[src/rtl/alu_dec_pkg.sv]
// Package: alu_dec_pkg
// Shared widths, class encoding, ALU codes and the table of supported
// register-op function values for the ALU operation decoder.
// Assumes a four-bit ALU code and a six-bit function field.
package alu_dec_pkg;

    localparam int CLASS_W = 2;
    localparam int FUNCT_W = 6;
    localparam int CTRL_W  = 4;
    localparam int NUM_OPS = 5;

    typedef enum logic [CLASS_W-1:0] {
        CLS_MEM    = 2'b00,
        CLS_BRANCH = 2'b01,
        CLS_REG    = 2'b10,
        CLS_SPARE  = 2'b11
    } op_class_e;

    typedef enum logic [CTRL_W-1:0] {
        ALU_AND = 4'b0000,
        ALU_OR  = 4'b0001,
        ALU_ADD = 4'b0010,
        ALU_SUB = 4'b0110,
        ALU_SLT = 4'b0111
    } alu_code_e;

    // Function value of table entry idx.
    function automatic logic [FUNCT_W-1:0] op_funct(input int idx);
        logic [FUNCT_W-1:0] f;
        case (idx)
            0:       f = 6'b100000;
            1:       f = 6'b100010;
            2:       f = 6'b100100;
            3:       f = 6'b100101;
            default: f = 6'b101010;
        endcase
        return f;
    endfunction

    // ALU code of table entry idx.
    function automatic alu_code_e op_code(input int idx);
        alu_code_e c;
        case (idx)
            0:       c = ALU_ADD;
            1:       c = ALU_SUB;
            2:       c = ALU_AND;
            3:       c = ALU_OR;
            default: c = ALU_SLT;
        endcase
        return c;
    endfunction

endpackage

[src/rtl/alu_funct_match.sv]
// Module: alu_funct_match
// Compares the function field with every supported entry of the package
// table and raises one hit line per matching entry.
// Assumes the table entries are distinct, so at most one line is high.
module alu_funct_match
    import alu_dec_pkg::*;
#(
    parameter int N_OPS = NUM_OPS
) (
    input  logic [FUNCT_W-1:0] funct,
    output logic [N_OPS-1:0]   hit
);

    // One exact comparator per table entry.
    for (genvar k = 0; k < N_OPS; k++) begin : g_cmp
        assign hit[k] = (funct == op_funct(k));
    end

    // Distinct table entries never match together.
    always_comb begin
        p_single_hit_r10: assert ($onehot0(hit))
            else $error("p_single_hit_r10: more than one function match");
    end

endmodule

[src/rtl/alu_code_select.sv]
// Module: alu_code_select
// Turns the hit lines into the register-op ALU code; with no hit the
// add code is produced.
// Assumes at most one hit line is high.
module alu_code_select
    import alu_dec_pkg::*;
#(
    parameter int N_OPS = NUM_OPS
) (
    input  logic [N_OPS-1:0] hit,
    output alu_code_e        reg_code
);

    // Priority-free pick of the matching entry's code, add by default.
    always_comb begin
        reg_code = ALU_ADD;
        for (int k = 0; k < N_OPS; k++) begin
            if (hit[k]) reg_code = op_code(k);
        end
    end

endmodule

[src/rtl/alu_class_mux.sv]
// Module: alu_class_mux
// Chooses between forced codes and the decoded register-op code by class.
// Assumes the register-op code is already resolved by alu_code_select.
module alu_class_mux
    import alu_dec_pkg::*;
(
    input  op_class_e cls,
    input  alu_code_e reg_code,
    output alu_code_e code
);

    // Class selection: only register ops use the decoded code.
    always_comb begin
        unique case (cls)
            CLS_MEM:    code = ALU_ADD;
            CLS_BRANCH: code = ALU_SUB;
            CLS_REG:    code = reg_code;
            default:    code = ALU_ADD;
        endcase
    end

endmodule

[src/rtl/alu_op_decoder.sv]
// Module: alu_op_decoder (top)
// Combinational ALU control decoder: forced add for memory/immediate,
// forced subtract for branch, function decode for register ops, add for
// unsupported function values and for the spare class.
// Assumes inputs are stable within the cycle they are consumed.
module alu_op_decoder
    import alu_dec_pkg::*;
(
    input  logic [CLASS_W-1:0] op_class,
    input  logic [FUNCT_W-1:0] funct,
    output logic [CTRL_W-1:0]  alu_ctrl
);

    logic [NUM_OPS-1:0] hit;
    alu_code_e          reg_code;
    alu_code_e          code;

    alu_funct_match #(.N_OPS(NUM_OPS)) u_match (
        .funct (funct),
        .hit   (hit)
    );

    alu_code_select #(.N_OPS(NUM_OPS)) u_select (
        .hit      (hit),
        .reg_code (reg_code)
    );

    alu_class_mux u_mux (
        .cls      (op_class_e'(op_class)),
        .reg_code (reg_code),
        .code     (code)
    );

    assign alu_ctrl = code;

    // Port-level checks of the class and function decode.
    always_comb begin
        if (op_class == 2'b00)
            p_mem_add_r1: assert (alu_ctrl == 4'b0010)
                else $error("p_mem_add_r1: memory class not add");
        if (op_class == 2'b01)
            p_branch_sub_r2: assert (alu_ctrl == 4'b0110)
                else $error("p_branch_sub_r2: branch class not subtract");
        if (op_class == 2'b10 && hit[0])
            p_reg_add_r3: assert (alu_ctrl == 4'b0010)
                else $error("p_reg_add_r3: add function wrong");
        if (op_class == 2'b10 && hit[1])
            p_reg_sub_r4: assert (alu_ctrl == 4'b0110)
                else $error("p_reg_sub_r4: sub function wrong");
        if (op_class == 2'b10 && hit[2])
            p_reg_and_r5: assert (alu_ctrl == 4'b0000)
                else $error("p_reg_and_r5: and function wrong");
        if (op_class == 2'b10 && hit[3])
            p_reg_or_r6: assert (alu_ctrl == 4'b0001)
                else $error("p_reg_or_r6: or function wrong");
        if (op_class == 2'b10 && hit[4])
            p_reg_slt_r7: assert (alu_ctrl == 4'b0111)
                else $error("p_reg_slt_r7: slt function wrong");
        if (op_class == 2'b10 && hit == '0)
            p_reg_unknown_r8: assert (alu_ctrl == 4'b0010)
                else $error("p_reg_unknown_r8: unknown function not add");
        if (op_class == 2'b11)
            p_spare_add_r9: assert (alu_ctrl == 4'b0010)
                else $error("p_spare_add_r9: spare class not add");
        p_legal_code_r10: assert (alu_ctrl inside {4'b0000, 4'b0001, 4'b0010,
                                                   4'b0110, 4'b0111})
            else $error("p_legal_code_r10: illegal ALU code");
    end

endmodule

[config.mk]
export PLATFORM = sky130hd
export DESIGN_NAME = alu_op_decoder
export DESIGN_NICKNAME = d
export VERILOG_FILES = /design/src/rtl/alu_dec_pkg.sv /design/src/rtl/alu_funct_match.sv /design/src/rtl/alu_code_select.sv /design/src/rtl/alu_class_mux.sv /design/src/rtl/alu_op_decoder.sv
export SDC_FILE = /design/constraint.sdc
export NUM_CORES = 1
export LEC_CHECK = 0
export BUFFER_PORTS_ARGS = -buffer_cell sky130_fd_sc_hd__buf_4
export CAP_MARGIN = 30
export CORE_AREA = 2 2 39 41
export DETAILED_ROUTE_END_ITERATION = 8
export DIE_AREA = 0 0 41 43
export GPL_ROUTABILITY_DRIVEN = 0
export PLACE_DENSITY = 0.39
export SYNTH_ARGS = -nofsm -noshare
export SYNTH_HDL_FRONTEND = slang
export SYNTH_HIERARCHICAL = 1
export SYNTH_SLANG_ARGS = --single-unit
export TNS_END_PERCENT = 50
[constraint.sdc]
create_clock -name vclk -period 2.2
set_input_delay 0.22 -clock vclk [all_inputs]
set_output_delay 0.22 -clock vclk [all_outputs]
set_load 0.03 [all_outputs]
==> results_dict.tcl, run 1 <==
set metrics [dict create \
    status "complete, no violations" \
    start_util 0.116 \
    clock_buffers 0 \
    cts_setup_buffers 0 \
    die_h_um 43 \
    seq_power_share 0 \
    wl_per_cell_um 6.76 \
    setup.worst_path.start "funct[3]" \
    first_pass_iters 4 \
    drt_iter0_markers 2 \
    holdCritStartpoint "op_class[1]" \
    final_cell_area_um2 255 \
    max-cap-violations 0 \
    layout.nets 45 \
    cp-end-kind "primary output" \
    die_w_um 41 \
    grt_busiest_layer "met2" \
    ir_worst_vdd_mv 0.0352 \
    power_frac_comb 1.000 \
    setup_violations 0 \
    start_kind "primary input" \
    placement.io_buffers 11 \
    rsz0062_at_grt "false" \
    synth_area_per_cell_um2 6.96 \
    synthToLayoutAreaGrowth_pct 59.4 \
    p_sw_frac 0.476 \
    antenna_found_initial 0 \
    grt_pass1_vias 160 \
    core_um2 1380 \
    postSynthNetCount 33 \
    fill_cells 167 \
    gr-total-overflow 0 \
    ys_warn_count 6 \
    grt_max_degree 5 \
    path_max_fanout 3 \
    seq_cell_count 0 \
    insertedDiodeCount 0 \
    post-route-min-period_ps 1750 \
    dp_hpwl_um 311 \
    vias 182 \
    hold_viol 0 \
    p_int_uw 20.3 \
    cp.arrival_ps 1530 \
    wl_um 331 \
    grt_use_met3 0 \
    switchingPower_uw 18.5 \
    holdWs_ps 858 \
    grtUsageMet2 0.0781 \
    final-seq-area_um2 0 \
    die-area_um2 1760 \
    postCtsResizedCells 0 \
    power_density_nw_per_um2 152 \
    synthCells 23 \
    leakagePower_nw 0.126 \
    min_path_type "in -> out" \
    crit_required_ps 1980 \
    placed_area_um2 255 \
    grt_pass1_wl_um 565 \
    postRouteAntennaNets 0 \
    finalCritPeriodShare 0.793 \
    pwr-share-clk 0 \
    rows 14 \
    maxSlewViolCount 0 \
    drive_gt1_frac 0.424 \
    postCtsHoldBufs 0 \
    path_class "in -> out" \
    grtUsageTotal 0.0410 \
    vias_per_cell 3.71 \
    syn_area_um2 160 \
    finalSetupTns_ps 0 \
    io_pins 12 \
    route.detailed.drc 0 \
    use_met1 0.0506 \
    fmax_mhz 573 \
]
==> through the flow <==
stage                      util  cells  power (mW)  worst slack, ps
after floorplan               -     23      0.0213              580
after global placement    0.184     49      0.0394              413
final                     0.184     49      0.0388              454
after CTS                 0.184     49      0.0393              427
after global routing      0.184     49      0.0424              326
after detailed placement  0.184     49      0.0391              432
==> path summary, 6_finish.rpt <==
path | end | slack, ps | cells past startpoint
max | alu_ctrl[1] | 450 | 7
min | alu_ctrl[2] | 860 | 4
==> power by group through the flow <==
stage | Sequential (mW) | Combinational, mW | Clock (mW)
2_1_floorplan | 0 | 0.0213 | 0
3_3_place_gp | 0 | 0.0394 | 0
3_5_place_dp | 0 | 0.0391 | 0
4_1_cts | 0 | 0.0393 | 0
5_1_grt | 0 | 0.0424 | 0
6_report | 0 | 0.0388 | 0
==> area by class of cell <==
cell class         instances  area [um^2]  share of cell area
inverters                  2         7.51              0.0294
well taps                 16         20.0              0.0784
multi-input cells         20          145               0.569
repair buffers            11         82.6               0.324
==> routing by layer <==
layer | share of wire | up-vias
met3 | 0.088 | 0
met5 | 0 | -
met1 | 0.40 | 80
li1 | - | 97
met2 | 0.50 | 5
met4 | 0 | 0
==> layout by cell type (no fill, tap or decap) <==
| cell | count |
|---|---|
| a211o_1 | 1 |
| a21o_2 | 1 |
| a21oi_1 | 1 |
| and2_2 | 2 |
| buf_4 | 11 |
| conb_1 | 1 |
| ha_1 | 2 |
| inv_1 | 2 |
| nand2b_1 | 1 |
| nand4bb_1 | 2 |
| nor2_1 | 4 |
| nor3_1 | 1 |
| nor3b_1 | 1 |
| or2_1 | 2 |
| or4b_1 | 1 |
==> worst max-delay path: stages <==
cell	delay (ps)
buf_4	110
nand4bb_1	200
nor3b_1	250
nor2_1	80
or2_1	220
a211o_1	290
buf_4	170
No activity file was read; power rests on OpenSTA's default activity.
==> inputs of run 2 (changes only) <==
PLACE_DENSITY = 0.4   (was 0.39)
clock period = 1.6 ns   (was 2.2 ns; I/O delays follow)
==> run 2 against run 1 <==
Design area increased by 11%. Core utilization up 2.1 points. Clock-buffer cell count stayed put. Wire length is 4.8% higher. Final cell count unchanged. Worst hold slack worse by 120 ps. Worst setup slack lost 370 ps. Critical path depth did not move. Die area is the same. Sequential cell count unchanged. Sequential share of layout area unchanged. Non-clock buffer count unchanged. Highest routed layer unchanged.
==> results_dict.tcl, run 2 (same netlist as run 1, synthesis figures left out) <==
set metrics [dict create \
    grtUsageTotal 0.0420 \
    max-cap-violations 0 \
    final_cell_mix "9 x buf_4, 4 x nor2_1" \
    finalSetupTns_ps 0 \
    min_path_type "in -> out" \
    drt_iter0_markers 2 \
    insertedDiodeCount 0 \
    cts_setup_buffers 0 \
    mostFrequentLayoutCell "buf_4" \
    vias 178 \
    p_sw_frac 0.461 \
    switchingPower_uw 28.2 \
    placed_cells 49 \
    final-seq-area_um2 0 \
    hold_depth 4 \
    finalCritPeriodShare 0.950 \
    fmax_mhz 658 \
    power_frac_comb 1.000 \
    grt_pass1_wl_um 579 \
    seq_cell_count 0 \
    ir_worst_vdd_mv 0.0594 \
    first_pass_iters 3 \
    placement.io_buffers 11 \
    status "complete, no violations" \
    gr-total-overflow 0 \
    drive_gt1_frac 0.485 \
    clock_buffers 0 \
    postCtsHoldBufs 0 \
    place_ws_ps -46.4 \
    layout.nets 45 \
    core_um2 1380 \
    rsz0062_at_grt "false" \
    post-route-min-period_ps 1520 \
    hold_end "alu_ctrl[2]" \
    die_h_um 43 \
    power_density_nw_per_um2 215 \
    synthToLayoutAreaGrowth_pct 77.3 \
    path_class "in -> out" \
    io_pins 12 \
    vias_per_cell 3.63 \
    maxSlewViolCount 0 \
    p_int_uw 33.0 \
    cp.arrival_ps 1360 \
    start_util 0.116 \
    wl_per_cell_um 7.08 \
    setup_violations 0 \
    holdCritStartpoint "op_class[1]" \
    wl_um 347 \
    pwr-share-clk 0 \
    crit_required_ps 1440 \
    path_max_fanout 3 \
    grt_pass1_vias 169 \
    layout.cells.non_filler 49 \
    start_kind "primary input" \
    cp-end-kind "primary output" \
    power_uw 61.2 \
    seq_power_share 0 \
    hold_viol 0 \
    route.detailed.drc 0 \
    antenna_found_initial 0 \
    grt_max_degree 5 \
    leakagePower_nw 0.133 \
    die_w_um 41 \
    fin_ws_ps 80.1 \
    rows 14 \
    die-area_um2 1760 \
    postRouteAntennaNets 0 \
]
==> run 2: cell counts in the layout (fill, tap and decap cells not counted) <==
Identical to the previous run, type by type.
==> run 2: area by class of cell <==
| cell class | count | area (um^2) |
|---|---|---|
| multi-input cells | 20 | 166 |
| fillers | 163 | 1100 |
| well taps | 16 | 20.0 |
| inverters | 2 | 7.51 |
| repair buffers | 11 | 90.1 |
==> run 2: worst max-delay path, stage by stage <==
cell and delay (ps):
buf_6 90, nand4bb_4 220, nor3b_2 200, nor2_1 70
or2_1 210, a211o_1 270, buf_6 140
==> run 2: routing by layer <==
metal / up-vias / wire length, um / global-route usage
li1: 98 / - / -
met1: 76 / 147 / 0.0475
met2: 4 / 182 / 0.0844
met3: 0 / 17 / 0
met4: 0 / 0 / 0
met5: - / 0 / 0
==> run 2: worst max-delay path by stage <==
stage / endpoint / slack [ps] / startpoint / depth (start not counted)
final: alu_ctrl[1] / 80 / funct[3] / 7
after global routing: alu_ctrl[1] / 10 / funct[3] / 7
after CTS: alu_ctrl[1] / 3 / funct[3] / 7
after detailed placement: alu_ctrl[1] / -50 / funct[3] / 7
after global placement: alu_ctrl[1] / -60 / funct[3] / 7
after floorplan: alu_ctrl[2] / 100 / funct[4] / 5
==> run 2: stage by stage <==
stage / area (um^2) / hold slack, ps / util
after floorplan: 160 / 562 / -
final: 284 / 740 / 0.205
after global routing: 284 / 778 / 0.205
after global placement: 255 / 745 / 0.184
after CTS: 260 / 744 / 0.188
after detailed placement: 255 / 740 / 0.184
==> run 2: what timing repair did <==
item,4_1_cts,5_1_grt
resized for setup,1,3
pin swaps,1,2
hold endpoints to repair,0,0
setup endpoints to repair,1,1
==> run 2: power by group through the flow <==
stage	sequential, mW	clock (mW)	combinational, mW
finish	0	0	0.0612
global route	0	0	0.0660
CTS	0	0	0.0548
detailed placement	0	0	0.0541
global placement	0	0	0.0539
floorplan	0	0	0.0292
==> inputs of run 3 (changes only) <==
SETUP_SLACK_MARGIN = 0.1   (was default)
==> run 3 against run 2 <==
Combinational power rose by 5.7%. Non-clock buffer count did not move. Clock-buffer cell count did not move. Design area rose by 3.5%. Power rose by 5.7%. Final cell count did not move. Critical endpoint unchanged. Highest routed layer unchanged.
==> results_dict.tcl, run 3 (same netlist as run 1, synthesis figures left out) <==
set metrics [dict create \
    status "complete, no violations" \
    gr-total-overflow 0 \
    max_stage_delay_ps 270 \
    place_ws_ps -44.9 \
    max-cap-violations 0 \
    hold_depth 4 \
    fmax_mhz 668 \
    crit_path_cell_trace "buf_6 -> nand4bb_4 -> nor3b_2 -> nor2_1 -> or2_1 -> a211o_1 -> buf_6" \
    crit_required_ps 1440 \
    dp_hpwl_um 311 \
    grt_use_met3 0.00524 \
    die-area_um2 1760 \
    finalCritPeriodShare 0.936 \
    fin_ws_ps 102 \
    postRouteAntennaNets 0 \
    switchingPower_uw 29.9 \
    hold_viol 0 \
    use_met1 0.0540 \
    first_pass_iters 1 \
    route.detailed.drc 0 \
    critical_path.most_common_cell "buf_6" \
    hold_end "alu_ctrl[2]" \
    clock_buffers 0 \
    placed_area_um2 258 \
    wl_per_cell_um 7.29 \
    holdWs_ps 725 \
    crit_slowest_cell "a211o_1" \
    vias 185 \
    postLayoutCoreUtil 0.212 \
    min_path_type "in -> out" \
    p_sw_frac 0.462 \
    mostFrequentLayoutCell "buf_4" \
    grt_max_degree 5 \
    layout.nets 45 \
    core_um2 1380 \
    crit_family "simple AND/OR/NAND/NOR gates" \
    drive_gt1_frac 0.545 \
    cp-end-kind "primary output" \
    p_int_uw 34.8 \
    setup_violations 0 \
    insertedDiodeCount 0 \
    grt_busiest_layer "met2" \
    placement.io_buffers 11 \
    start_kind "primary input" \
    rows 14 \
    path_buf_inv 2 \
    grt_pass1_wl_um 634 \
    grtUsageTotal 0.0460 \
    power_uw 64.7 \
    die_w_um 41 \
    start_util 0.116 \
    vias_per_cell 3.78 \
    seq_power_share 0 \
    cp_num_cells 7 \
    setup.worst_path.start "funct[3]" \
    maxSlewViolCount 0 \
    grtUsageMet2 0.0875 \
    io_pins 12 \
    final_cell_mix "8 x buf_4, 3 x buf_6, 3 x nor2_1" \
    rsz0062_at_grt "true" \
    final_cell_area_um2 294 \
    drt_iter0_markers 0 \
    synthToLayoutAreaGrowth_pct 83.6 \
    antenna_found_initial 0 \
    power_density_nw_per_um2 220 \
    die_h_um 43 \
    final-seq-area_um2 0 \
    cp.arrival_ps 1340 \
    pwr-share-clk 0 \
    ir_worst_vdd_mv 0.0706 \
    grt_pass1_vias 179 \
    holdCritStartpoint "op_class[1]" \
    fill_cells 163 \
    path_class "in -> out" \
    wl_um 357 \
    power_frac_comb 1.000 \
    post-route-min-period_ps 1500 \
    seq_cell_count 0 \
    path_max_fanout 3 \
    leakagePower_nw 0.134 \
]
-- run 3: worst max-delay path by stage --
stage / endpoint / slack (ps)
2_1_floorplan: alu_ctrl[1] / 200
3_3_place_gp: alu_ctrl[1] / -30
3_5_place_dp: alu_ctrl[1] / -40
4_1_cts: alu_ctrl[1] / 60
5_1_grt: alu_ctrl[1] / 10
6_report: alu_ctrl[1] / 100
-- run 3: routing by layer --
layer	routed length, um	vias to the layer above
li1	-	97
met1	151	83
met2	180	5
met3	25	0
met4	0	0
met5	0	-
-- run 3: power by group through the flow --
stage	Clock (mW)	Sequential, mW	Combinational (mW)
after floorplan	0	0	0.0304
after global placement	0	0	0.0555
after detailed placement	0	0	0.0556
after CTS	0	0	0.0625
after global routing	0	0	0.0705
final	0	0	0.0647
-- run 3: area by class of cell --
class / instances / area, um^2 / share of cell area
Timing Repair Buffer: 11 / 93.8 / 0.319
Multi-Input combinational cell: 20 / 173 / 0.587
Tap cell: 16 / 20.0 / 0.0681
Inverter: 2 / 7.51 / 0.0255
-- run 3: worst min-delay path, cell delays in order --
cell and delay, ps:
buf_4 80, ha_1 140, nor2_2 50, buf_6 130
-- run 3: repair_timing --
action	in CTS	in global routing
resized for setup	3	3
pin swaps	2	0
setup endpoints to repair	2	2
buffers inserted	0	0
hold buffers	0	0
-- run 3: metrics by stage --
step	TNS, ps	instances
floorplan	0	23
global placement	-34.4	49
detailed placement	-44.9	49
CTS	0	49
global route	0	49
finish	0	49
